## config.mk

```make
export PLATFORM = sky130hd
export DESIGN_NAME = chan_rx_seq
export DESIGN_NICKNAME = d
export VERILOG_FILES = /design/src/rtl/chan_rx_pkg.sv /design/src/rtl/chan_rx_lines.sv /design/src/rtl/chan_rx_wr.sv /design/src/rtl/chan_rx_seq.sv
export SDC_FILE = /design/constraint.sdc
export NUM_CORES = 1
export LEC_CHECK = 0
export ABC_CLOCK_PERIOD_IN_PS = 2450
export BUFFER_PORTS_ARGS = -buffer_cell sky130_fd_sc_hd__buf_2
export CORE_MARGIN = 3
export CORE_UTILIZATION = 52
export DETAILED_ROUTE_END_ITERATION = 7
export GPL_TIMING_DRIVEN = 0
export PLACE_DENSITY = 0.83
export SLEW_MARGIN = 20
export SYNTH_ARGS = -nofsm -noshare
export SYNTH_HDL_FRONTEND = slang
export SYNTH_HIERARCHICAL = 1
export SYNTH_SLANG_ARGS = --single-unit
```

## constraint.sdc

```tcl
create_clock -name clk -period 2.45 [get_ports clk]
set_clock_uncertainty 0.05 [all_clocks]
set_input_delay 0.1225 -clock clk [delete_from_list [all_inputs] [get_ports clk]]
set_output_delay 0.1225 -clock clk [all_outputs]
set_load 0.05 [all_outputs]
```

## src/rtl/chan_rx_pkg.sv

```systemverilog
package chan_rx_pkg;
   typedef enum logic [1:0] {
      SQ_IDLE = 2'd0,
      SQ_INIT = 2'd1,
      SQ_RECV = 2'd2,
      SQ_END  = 2'd3
   } seq_state_t;

   typedef enum logic [1:0] {
      WR_OFF  = 2'd0,
      WR_CHAR = 2'd1,
      WR_LINE = 2'd2
   } wr_phase_t;

   localparam int STAT_W     = 4;
   localparam int STAT_AUTO  = 0;
   localparam int STAT_CBUSY = 1;
   localparam int STAT_DBUSY = 2;
   localparam int STAT_CC2   = 3;
endpackage

```

## src/rtl/chan_rx_lines.sv

```systemverilog
module chan_rx_lines #(
   parameter int LINES  = 8,
   parameter int DATA_W = 8,
   localparam int LINE_W = $clog2(LINES)
) (
   input  logic              clk,
   input  logic              rst_n,
   input  logic              upd_en,
   input  logic [LINE_W-1:0] upd_line,
   input  logic              upd_brk,
   input  logic [DATA_W-1:0] upd_data,
   input  logic              clr_en,
   input  logic [LINE_W-1:0] clr_line,
   input  logic [LINE_W-1:0] rd_line,
   output logic [DATA_W-1:0] rd_data,
   output logic              rd_brk
);
   logic [DATA_W-1:0] hold_q [LINES];
   logic [LINES-1:0]  brk_q;

   for (genvar g = 0; g < LINES; g++) begin : g_line
      logic hit_upd, hit_clr;
      assign hit_upd = upd_en && (int'(upd_line) == g);
      assign hit_clr = clr_en && (int'(clr_line) == g);

      always_ff @(posedge clk) begin
         if (!rst_n || hit_clr) begin
            hold_q[g] <= '0;
            brk_q[g]  <= 1'b0;
         end else if (hit_upd) begin
            if (upd_brk) begin
               brk_q[g] <= 1'b1;
            end else begin
               brk_q[g]  <= 1'b0;
               hold_q[g] <= upd_data;
            end
         end
      end
   end

   always_comb begin
      rd_data = '0;
      rd_brk  = 1'b0;
      if (int'(rd_line) < LINES) begin
         rd_data = hold_q[rd_line];
         rd_brk  = brk_q[rd_line];
      end
   end
endmodule

```

## src/rtl/chan_rx_wr.sv

```systemverilog
module chan_rx_wr
   import chan_rx_pkg::*;
#(
   parameter int DATA_W = 8,
   parameter int LINE_W = 3
) (
   input  logic              clk,
   input  logic              rst_n,
   input  logic              launch,
   input  logic              abort,
   input  logic [DATA_W-1:0] char_in,
   input  logic [LINE_W-1:0] line_in,
   input  logic              mem_ack,
   input  logic              mem_err,
   input  logic              mem_zbc,
   output logic              mem_req,
   output logic [DATA_W-1:0] mem_data,
   output logic              idle,
   output logic              done,
   output logic              zbc,
   output logic              err
);
   wr_phase_t         ph_q;
   logic [DATA_W-1:0] char_q;
   logic [LINE_W-1:0] line_q;

   assign mem_req  = (ph_q != WR_OFF);
   assign idle     = (ph_q == WR_OFF);
   assign mem_data = (ph_q == WR_LINE) ? DATA_W'(line_q) : char_q;
   assign err      = mem_req && mem_ack && mem_err;
   assign done     = (ph_q == WR_LINE) && mem_ack && !mem_err;
   assign zbc      = done && mem_zbc;

   always_ff @(posedge clk) begin
      if (!rst_n) begin
         ph_q   <= WR_OFF;
         char_q <= '0;
         line_q <= '0;
      end else if (abort) begin
         ph_q <= WR_OFF;
      end else begin
         unique case (ph_q)
            WR_OFF: if (launch) begin
               ph_q   <= WR_CHAR;
               char_q <= char_in;
               line_q <= line_in;
            end
            WR_CHAR: if (mem_ack) ph_q <= mem_err ? WR_OFF : WR_LINE;
            WR_LINE: if (mem_ack) ph_q <= WR_OFF;
            default: ph_q <= WR_OFF;
         endcase
      end
   end
endmodule

```

## src/rtl/chan_rx_seq.sv

```systemverilog
module chan_rx_seq
   import chan_rx_pkg::*;
#(
   parameter int LINES  = 8,
   parameter int DATA_W = 8,
   localparam int LINE_W = $clog2(LINES)
) (
   input  logic              clk,
   input  logic              rst_n,
   input  logic              start_i,
   input  logic              halt_i,
   output logic              cmd_req_o,
   input  logic              cmd_ack_i,
   input  logic              cmd_err_i,
   output logic              end_req_o,
   input  logic              end_ack_i,
   input  logic              end_chain_i,
   input  logic              end_err_i,
   output logic              uend_o,
   output logic [3:0]        status_o,
   output logic [1:0]        state_o,
   input  logic              char_valid_i,
   output logic              char_ready_o,
   input  logic [DATA_W-1:0] char_data_i,
   input  logic [LINE_W-1:0] char_line_i,
   input  logic              char_brk_i,
   input  logic              disc_i,
   input  logic [LINE_W-1:0] disc_line_i,
   output logic              mem_req_o,
   output logic [DATA_W-1:0] mem_data_o,
   input  logic              mem_ack_i,
   input  logic              mem_err_i,
   input  logic              mem_zbc_i,
   output logic              rx_irq_o,
   output logic              xmt_irq_clr_o,
   input  logic [LINE_W-1:0] qry_line_i,
   output logic [DATA_W-1:0] qry_data_o,
   output logic              qry_brk_o
);
   if (LINES < 2) begin : g_bad_lines
      $error("chan_rx_seq: LINES must be at least 2");
   end
   if (LINE_W > DATA_W) begin : g_bad_width
      $error("chan_rx_seq: line number does not fit in one memory byte");
   end

   seq_state_t st_q, st_d;
   logic       uend_q, uend_d, irq_q, xclr_q;
   logic       wr_idle, wr_done, wr_zbc, wr_err, accept, launch;

   assign accept = char_valid_i && wr_idle;
   assign launch = accept && !char_brk_i && (st_q == SQ_RECV) && !halt_i;

   chan_rx_lines #(.LINES(LINES), .DATA_W(DATA_W)) u_lines (
      .clk      (clk),
      .rst_n    (rst_n),
      .upd_en   (accept),
      .upd_line (char_line_i),
      .upd_brk  (char_brk_i),
      .upd_data (char_data_i),
      .clr_en   (disc_i),
      .clr_line (disc_line_i),
      .rd_line  (qry_line_i),
      .rd_data  (qry_data_o),
      .rd_brk   (qry_brk_o)
   );

   chan_rx_wr #(.DATA_W(DATA_W), .LINE_W(LINE_W)) u_wr (
      .clk      (clk),
      .rst_n    (rst_n),
      .launch   (launch),
      .abort    (halt_i),
      .char_in  (char_data_i),
      .line_in  (char_line_i),
      .mem_ack  (mem_ack_i),
      .mem_err  (mem_err_i),
      .mem_zbc  (mem_zbc_i),
      .mem_req  (mem_req_o),
      .mem_data (mem_data_o),
      .idle     (wr_idle),
      .done     (wr_done),
      .zbc      (wr_zbc),
      .err      (wr_err)
   );

   always_comb begin
      st_d   = st_q;
      uend_d = 1'b0;
      if (halt_i) begin
         st_d = SQ_IDLE;
      end else begin
         unique case (st_q)
            SQ_IDLE: if (start_i) st_d = SQ_INIT;
            SQ_INIT: if (cmd_ack_i) begin
               st_d   = cmd_err_i ? SQ_IDLE : SQ_RECV;
               uend_d = cmd_err_i;
            end
            SQ_RECV: if (wr_err) begin
               st_d   = SQ_IDLE;
               uend_d = 1'b1;
            end else if (wr_zbc) begin
               st_d = SQ_END;
            end
            SQ_END: if (end_ack_i) begin
               if (end_err_i) begin
                  st_d   = SQ_IDLE;
                  uend_d = 1'b1;
               end else begin
                  st_d = end_chain_i ? SQ_INIT : SQ_IDLE;
               end
            end
            default: st_d = SQ_IDLE;
         endcase
      end
   end

   always_ff @(posedge clk) begin
      if (!rst_n) begin
         st_q   <= SQ_IDLE;
         uend_q <= 1'b0;
         irq_q  <= 1'b0;
         xclr_q <= 1'b0;
      end else begin
         st_q   <= st_d;
         uend_q <= uend_d;
         xclr_q <= halt_i;
         if (halt_i)       irq_q <= 1'b0;
         else if (wr_done) irq_q <= 1'b1;
      end
   end

   always_comb begin
      status_o             = '0;
      status_o[STAT_AUTO]  = 1'b1;
      status_o[STAT_CBUSY] = (st_q != SQ_IDLE);
      status_o[STAT_DBUSY] = (st_q != SQ_IDLE);
      status_o[STAT_CC2]   = (st_q != SQ_IDLE);
   end

   assign state_o       = st_q;
   assign cmd_req_o     = (st_q == SQ_INIT);
   assign end_req_o     = (st_q == SQ_END);
   assign uend_o        = uend_q;
   assign rx_irq_o      = irq_q;
   assign xmt_irq_clr_o = xclr_q;
   assign char_ready_o  = wr_idle;
endmodule

```

**Yosys cells after proc, flatten, opt, wreduce, memory -nomap -nowiden**

Memory sizes are Yosys's and may differ from the RTL's.
Cells that the tools add are included.
Widths: inputs -> output; s select.

- Bits in read-only memories: 0
- Logic and storage cells: 172
- Bits in writable memories: 64
- Bits in latches: 0
- Memories kept: 1
- Register bits after elaboration: 26
- Bits of input ports: 32
- Output and inout bits: 30

- Order comparisons: 1
- Mux-type cells: 72
- Bitwise operators: 10
- $mul: 0
- Equality and inequality tests: 26
- Divide/modulo/power cells: 0
- Shift-type cells: 0
- Reduce and logical (&&, ||, !) cells: 47
- Add/subtract/negate cells: 0

Memory list:

| memory | words | bits a word | read ports | clocked after Yosys merged registers in | write ports | line | text |
|---|---|---|---|---|---|---|---|
| u_lines.hold_q | 8 | 8 | 1 | 0 | 8 | chan_rx_lines.sv:18 | `logic [DATA_W-1:0] hold_q [LINES];` |

Operator list:

| kind | number |
|---|---|
| $mux 8 | 9 |
| $mux 1 | 49 |
| $logic_and 1x1->1 | 25 |
| $eq 3x3->1 const B | 8 |
| $mux 2 | 10 |
| $eq 3x2->1 const B | 4 |
| $logic_or 1x1->1 | 8 |
| $or 1x1->1 | 8 |
| $pmux 2 s4 | 1 |
| $eq 2x2->1 const B | 3 |
| $eq 3x1->1 const B | 2 |
| $logic_not 3->1 | 2 |
| $ne 2x1->1 const B | 3 |
| $ne 2x2->1 const B | 3 |
| $pmux 2 s3 | 1 |
| $reduce_and 3->1 | 2 |
| $eq 2x1->1 const B | 2 |
| $logic_not 1->1 | 4 |
| $logic_not 2->1 | 2 |
| $lt 3x4->1 const B | 1 |
| $reduce_and 4->1 | 1 |
| $reduce_bool 2->1 | 2 |
| $bmux 1 s3 | 1 |
| $ne 3x1->1 const B | 1 |
| other kinds (3) | 4 |

**Longest topological paths before layout**

Gate-level depths: netlist (run 1).

- Depth in word-level cells: 7
- Gate-level depth with buffers: 7
- Depth with buffers taken out: 6

**Hierarchy**

The synthesis (run 1) kept the hierarchy.

By module, submodules not included:

| module | area an instance (µm²) | cells each | instances | sequential area each (µm²) |
|---|---|---|---|---|
| chan_rx_lines | 3,540.9 | 240 | 1 | 2,082.0 |
| chan_rx_wr | 659.4 | 74 | 1 | 260.2 |
| chan_rx_seq | 312.8 | 40 | 1 | 100.1 |

**Worst setup path after synthesis (run 1)**

OpenSTA, ideal clock, no wires.

- Kind: register -> register
- Start: register u_wr.ph_q[0]
- End: memory u_lines.hold_q[0][0] (enable)
- Clock period less this slack: 2.980 ns
- Data arrival time: 2.546 ns
- Path slack: -0.530 ns
- Stages on the path, launching flop included: 6
- Path buffers: 0
- Setup time: 0.384 ns
- Data required time: 2.016 ns
- Cells stage by stage: dfxtp_1 > or2_2 > inv_1 > and2_1 > or3b_4 > o21ai_0

RTL lines:

| element | line | text |
|---|---|---|
| start: declaration | chan_rx_wr.sv:23 | `wr_phase_t ph_q;` |
| start signal: assignment | chan_rx_wr.sv:48 | `WR_CHAR: if (mem_ack) ph_q <= mem_err ? WR_OFF : WR_LINE;` |
| end: declaration | chan_rx_lines.sv:18 |  |

==> results of run 1 <==
## where the power goes
| part | total [mW] | internal [mW] | switching, mW |
|---|---|---|---|
| registers | 1.69 | 1.67 | 0.0147 |
| logic | 0.381 | 0.130 | 0.251 |
| clock network | 1.02 | 0.476 | 0.541 |
| total | 3.09 | 2.28 | 0.806 |
## path summary, 6_finish.rpt
check / start / end
max reg2reg: u_wr/ph_q[0] / u_lines/hold_q[4][3]
max: u_wr/ph_q[0] / u_lines/hold_q[4][3]
min reg2reg: u_wr/line_q[0] / u_wr/line_q[0]
min: halt_i / xmt_irq_clr_o
## flip-flops by register name, summed over array words and instances, names as in the netlist
name,cells
rx_irq_o,1
state_o,2
uend_o,1
u_lines/hold_q,64
u_wr/ph_q,2
xmt_irq_clr_o,1
u_wr/char_q,8
u_wr/line_q,3
u_lines/brk_q,8
## through the flow
stage	TNS, ps	area [um^2]	cells	utilization	hold WS, ps
2_1_floorplan	0	4530	354	-	194
3_3_place_gp	0	4950	516	0.593	371
3_5_place_dp	-599	4950	516	0.593	376
4_1_cts	0	5160	533	0.619	6.23
5_1_grt	-2410	5190	535	0.622	17.6
6_report	-394	5190	535	0.622	18.5
## layout by cell type, fill, tap and decap left out, types with 3 or more instances in the layout
cell type    n
and2_1      72
edfxtp_1    64
buf_2       61
dfxtp_1     26
nand2_1     25
mux4_2      18
mux2_2      14
mux2i_1     13
o21ai_0     11
nor2_1      10
clkbuf_8     9
nand2b_1     8
a21oi_1      7
nand3_1      6
clkbuf_1     6
inv_1        5
buf_4        5
buf_6        3
nor3_1       3
nand3b_1     3
clkinvlp_4   3
and4b_1      3
## layout make-up
type	instances	area [um^2]	share of cell area
Timing Repair Buffer	60	310	0.0598
Clock buffer	10	128	0.0246
Sequential cell	90	2440	0.471
Multi-Input combinational cell	239	1970	0.380
Clock inverter	6	67.6	0.0130
Inverter	7	30.0	0.00579
Buffer	18	108	0.0207
Tap cell	105	131	0.0253
## what timing repair did
| item | 4_1_cts | 5_1_grt |
|---|---|---|
| gates resized for setup | 2 | 2 |
| hold buffers | 1 | 0 |
| endpoints found under the hold margin | 1 | 0 |
| setup buffers | 0 | 2 |
| pin swaps | 0 | 2 |
| setup endpoints to repair | 16 | 56 |
## routing by layer
layer,global-route usage,up-vias
li1,-,1444
met1,0.272,1508
met2,0.361,126
met3,0.0435,27
met4,0.104,0
met5,0,-
## cells by family after synthesis
group	Yosys count	share of synthesized area
buffers and inverters	25	0.0297
flip-flops	90	0.541
multiplexers	45	0.154
AO/OA/AOI/OAI	33	0.0460
other	1	0.000831
AND/OR/NAND/NOR	160	0.229
==> impl_metrics.toml, run 1 <==
[status]
status = "finished, violations left"
violations = "negative setup slack"

[logic_synthesis]
ys_ff_latch = 90
ys.flop_type = "edfxtp_1"
synthCells = 354
async_reset_ff_frac = 0
yosys_warnings = 6
yosysMostFrequentCell = "and2_1"
netlist_top_cells_count = "and2_1, edfxtp_1, dfxtp_1, nand2_1, mux4_2"
netlist_area_mm2 = 0.00451
ys_types = 58
synth_top_cell_area_share = 0.426
ys_top_cells_by_area = "edfxtp_1, dfxtp_1, and2_1"
seq_area_frac_synth = 0.541
synth.avg_cell_area_um2 = 12.7
synth-edff-count = 64
syn_nets = 386
synth_top_area_cell = "edfxtp_1"

[sta]
setup_viol = 16
timing.final.ws_setup_ps = -33.7
hold_violations = 0
fin_crit_sh = 1.01
tightest_slew_ps = 985
rsz0062_at_grt = "true"
period_needed_ps = 2480
slew_viol_final = 0
timing.fmax_mhz = 403
slew_headroom = 0.334

[placement]
dp_slack_ps = -68.7
placement.io_buffers = 57
gp_congestion = 0.877
dp_hpwl_um = 7120

[clock_network]
insertion_delay_ps = 350
cts_buffer_depth = 2
cts.sinks = 90
cts_tree = "built"
cts_max_level = 3
ctsRootBufferMaster = "clkbuf_8"
clkTransAtPathRegs_ps = 90
cts_inserted_buffers = 9

[worst_setup_path]
worst-path-stages = 6
path_max_fanout = 9
critPathCaptureType = "register"
critPathArrivalTime_ps = 2660
path_buf_inv = 1
max_stage_delay_ps = 790
critPathKind = "reg -> reg"
cp_slowest_cell = "nor4b_2"
r2r_setup_slack_ps = -30
crit_top_cell = "and2_1"
worstPathRequired_ps = 2630
r2r_cells = 6
crit_family = "simple AND/OR/NAND/NOR gates"
worstSetupStartpointType = "register"
crit_chain = "or2_4, clkinvlp_4, and2_1, nand3b_1, nor4b_2, and2_1"

[pwr]
power_density_mw_per_mm2 = 594
p_leak_nw = 2.03
ir_drop_mv = 0.353
finalPower_mw = 3.09

[floorplan]
initial_core_util = 0.541
rows = 33
die-area_mm2 = 0.00983
dieHeight_um = 99.2
die_w_um = 99.2
io_pins = 62
core_mm2 = 0.00834

[drt]
route.met2.wl_um = 5210
vias_per_cell = 5.80
met1_length_um = 4150
drtIter0Drc = 173
drt_first_pass_iters = 5
drc = 0
wl_per_cell_um = 19.3
highest-signal-layer = "met4"
wl_um = 10300
antenna_left = 0
vias = 3105
wl_met3_um = 636

[global_route]
grt_pass1_wl_um = 16300
track_usage = 0.217
grt_max_degree = 17
antenna_found_initial = 0
grt_pass1_vias = 3218
gr-total-overflow = 0

[hold_path]
min_path_type = "in -> reg"
whs_path_depth = 2

[cells_and_area]
nNetsFinal = 457
drive_gt1_frac = 0.323
area_growth_pct = 15.0
fill_cells = 638
antenna_cells = 0

[run]
max_cap_viol_count = 0
Note: power is estimated with default switching activity, not from simulation.
==> inputs of run 2 (changes only) <==
Settings changed: ABC_AREA set to 1, CORE_UTILIZATION 52 to 53, PLACE_DENSITY 0.83 to 0.84.
==> run 2 against run 1 <==
Against the previous run:
- the run now ends clean
- first-iteration DRC count up 71%
- total power up 4.5%
- critical path depth up 2
- flip-flop and latch count stayed put
- area after synthesis increased by 7.7%
- fmax is 12% higher
- sequential share of layout area shrank 2.8 points
- clock-buffer cell count down 1
- core utilization grew 0.39 points
- combinational power grew 30%
- final cell count up 56%
- synthesized cell count grew 84%
- critical path type unchanged
==> impl_metrics.toml, run 2 <==
[logic_synthesis]
netlist_top_cells_count = "nand2_1, inv_1, nor2_1, edfxtp_1, nand3_1"
syn_nets = 683
yosys_warnings = 6
synth_top_cell_area_share = 0.396
synth_top_area_cell = "edfxtp_1"
synth-edff-count = 64
async_reset_ff_frac = 0
ys_ff_latch = 90
ys.flop_type = "edfxtp_1"
synth.avg_cell_area_um2 = 7.46
seq_area_frac_synth = 0.503
ys_top_cells_by_area = "edfxtp_1, nand2_1, dfxtp_1"
netlist_area_mm2 = 0.00486
yosysMostFrequentCell = "nand2_1"
ys_types = 29
synthCells = 651

[drt]
drtIter0Drc = 296
antenna_left = 0
drc = 0
wl_um = 11800
drt_first_pass_iters = 5
wl_per_cell_um = 14.2
vias_per_cell = 5.25
vias = 4374

[cells_and_area]
nNetsFinal = 752
final_common_cell = "nand2_1"
layout_common_cells = "nand2_1, inv_1, nor2_1"
area_growth_pct = 13.5
fin_util = 0.626
drive_gt1_frac = 0.189
stdcell_count = 833
antenna_cells = 0
largest_reg_flops = 64
top_register = "u_lines/hold_q"
top_regs = "u_lines/hold_q (64), u_lines/brk_q (8), u_wr/char_q (8)"

[floorplan]
dieHeight_um = 102
io_pins = 62
initial_core_util = 0.552
rows = 34
die_w_um = 102
die-area_mm2 = 0.0104
core_mm2 = 0.00881

[run]
max_cap_viol_count = 0

[placement]
placement.io_buffers = 57
gp_congestion = 0.900
dpl.cell_count = 816
dp_hpwl_um = 8580

[worst_setup_path]
critPathCaptureType = "register"
worstPathRequired_ps = 2410
path_max_fanout = 11
critPathKind = "reg -> reg"
worstSetupStartpointType = "register"
critPathArrivalTime_ps = 2170

[sta]
hold-worst-slack_ps = 27.0
timing.fmax_mhz = 452
hold_violations = 0
period_needed_ps = 2210
setup_viol = 0
rsz0062_at_grt = "false"
fin_tns_setup_ps = 0
slew_headroom = 0.510
fin_crit_sh = 0.903
slew_viol_final = 0
tightest_slew_ps = 735

[pwr]
netSwitchingPower_mw = 0.940
clkPwrFrac = 0.322
power_frac_seq = 0.525
combPwrFrac = 0.153
ir_drop_mv = 0.370
p_leak_nw = 2.74
power_density_mw_per_mm2 = 585
swShare = 0.292
finalPower_mw = 3.23
power.internal_mw = 2.28

[clock_network]
cts_max_level = 3
cts_tree = "built"
clkTransAtPathRegs_ps = 90
cts.sinks = 90
insertion_delay_ps = 360
cts_buffer_depth = 2
cts_inserted_buffers = 9
ctsRootBufferMaster = "clkbuf_8"

[global_route]
track_usage = 0.238
gr-total-overflow = 0
antenna_found_initial = 0
grt_max_degree = 17
grt_pass1_wl_um = 19300
grt_pass1_vias = 4202

[status]
status = "finished, final reports clean"

[hold_path]
min_path_type = "in -> reg"
run 2: area by class of cell:
cell class,instances,area [um^2]
multi-input cells,411,1830
plain buffers,21,133
flip-flops and latches,90,2440
inverters,129,484
clock buffers,9,124
fillers,737,3290
repair buffers,58,295
well taps,108,135
clock inverters,7,75.1
run 2: power by group through the flow:
stage | Combinational (mW) | Clock (mW) | Sequential (mW)
after floorplan | 0.329 | 0 | 1.74
after global placement | 0.464 | 0 | 1.73
after detailed placement | 0.478 | 0 | 1.73
after CTS | 0.483 | 1.05 | 1.69
after global routing | 0.540 | 1.11 | 1.70
final | 0.494 | 1.04 | 1.69
run 2: cells by family after synthesis:
| logic type | synth area share |
|---|---|
| buf+inv | 0.127 |
| simple gates | 0.327 |
| other cells | 0.000772 |
| compound gates | 0.0430 |
| flops | 0.503 |
run 2: what timing repair did:
action                                  CTS  global route
endpoints found under the hold margin     1             0
pin swaps                                 0             0
hold buffers                              1             0
setup buffers                             0             0
resized for setup                         6             8
endpoints found under the setup margin   49            64
run 2: final timing paths:
path	from	endpoint	slack [ps]	depth (start not counted)
min reg2reg	u_lines/brk_q[1]	u_lines/brk_q[1]	420	2
min	rst_n	xmt_irq_clr_o	30	3
max	u_wr/ph_q[0]	u_lines/hold_q[3][4]	240	8
max reg2reg	u_wr/ph_q[0]	u_lines/hold_q[3][4]	240	8
run 2: critical path, cell delays in order (launching register included):
cell and delay [ps]:
dfxtp_1 390, nor2_4 250, buf_6 190, nand2_1 90
inv_1 70, inv_1 60, nor2_4 180, nand2_1 150
o21ai_2 420
run 2: through the flow:
stage / worst slack [ps] / instance area, um^2
2_1_floorplan: 142 / 4860
3_3_place_gp: -229 / 5280
3_5_place_dp: -317 / 5280
4_1_cts: 8.60 / 5490
5_1_grt: 42.1 / 5510
6_report: 237 / 5510
run 2: layer usage:
layer | wire length [um] | share of wire | vias up | GRT usage
met5 | 0 | 0 | - | 0
met4 | 252 | 0.021 | 0 | 0.0726
met3 | 969 | 0.082 | 27 | 0.0523
met2 | 5620 | 0.47 | 208 | 0.404
met1 | 5000 | 0.42 | 2005 | 0.305
li1 | - | - | 2134 | -
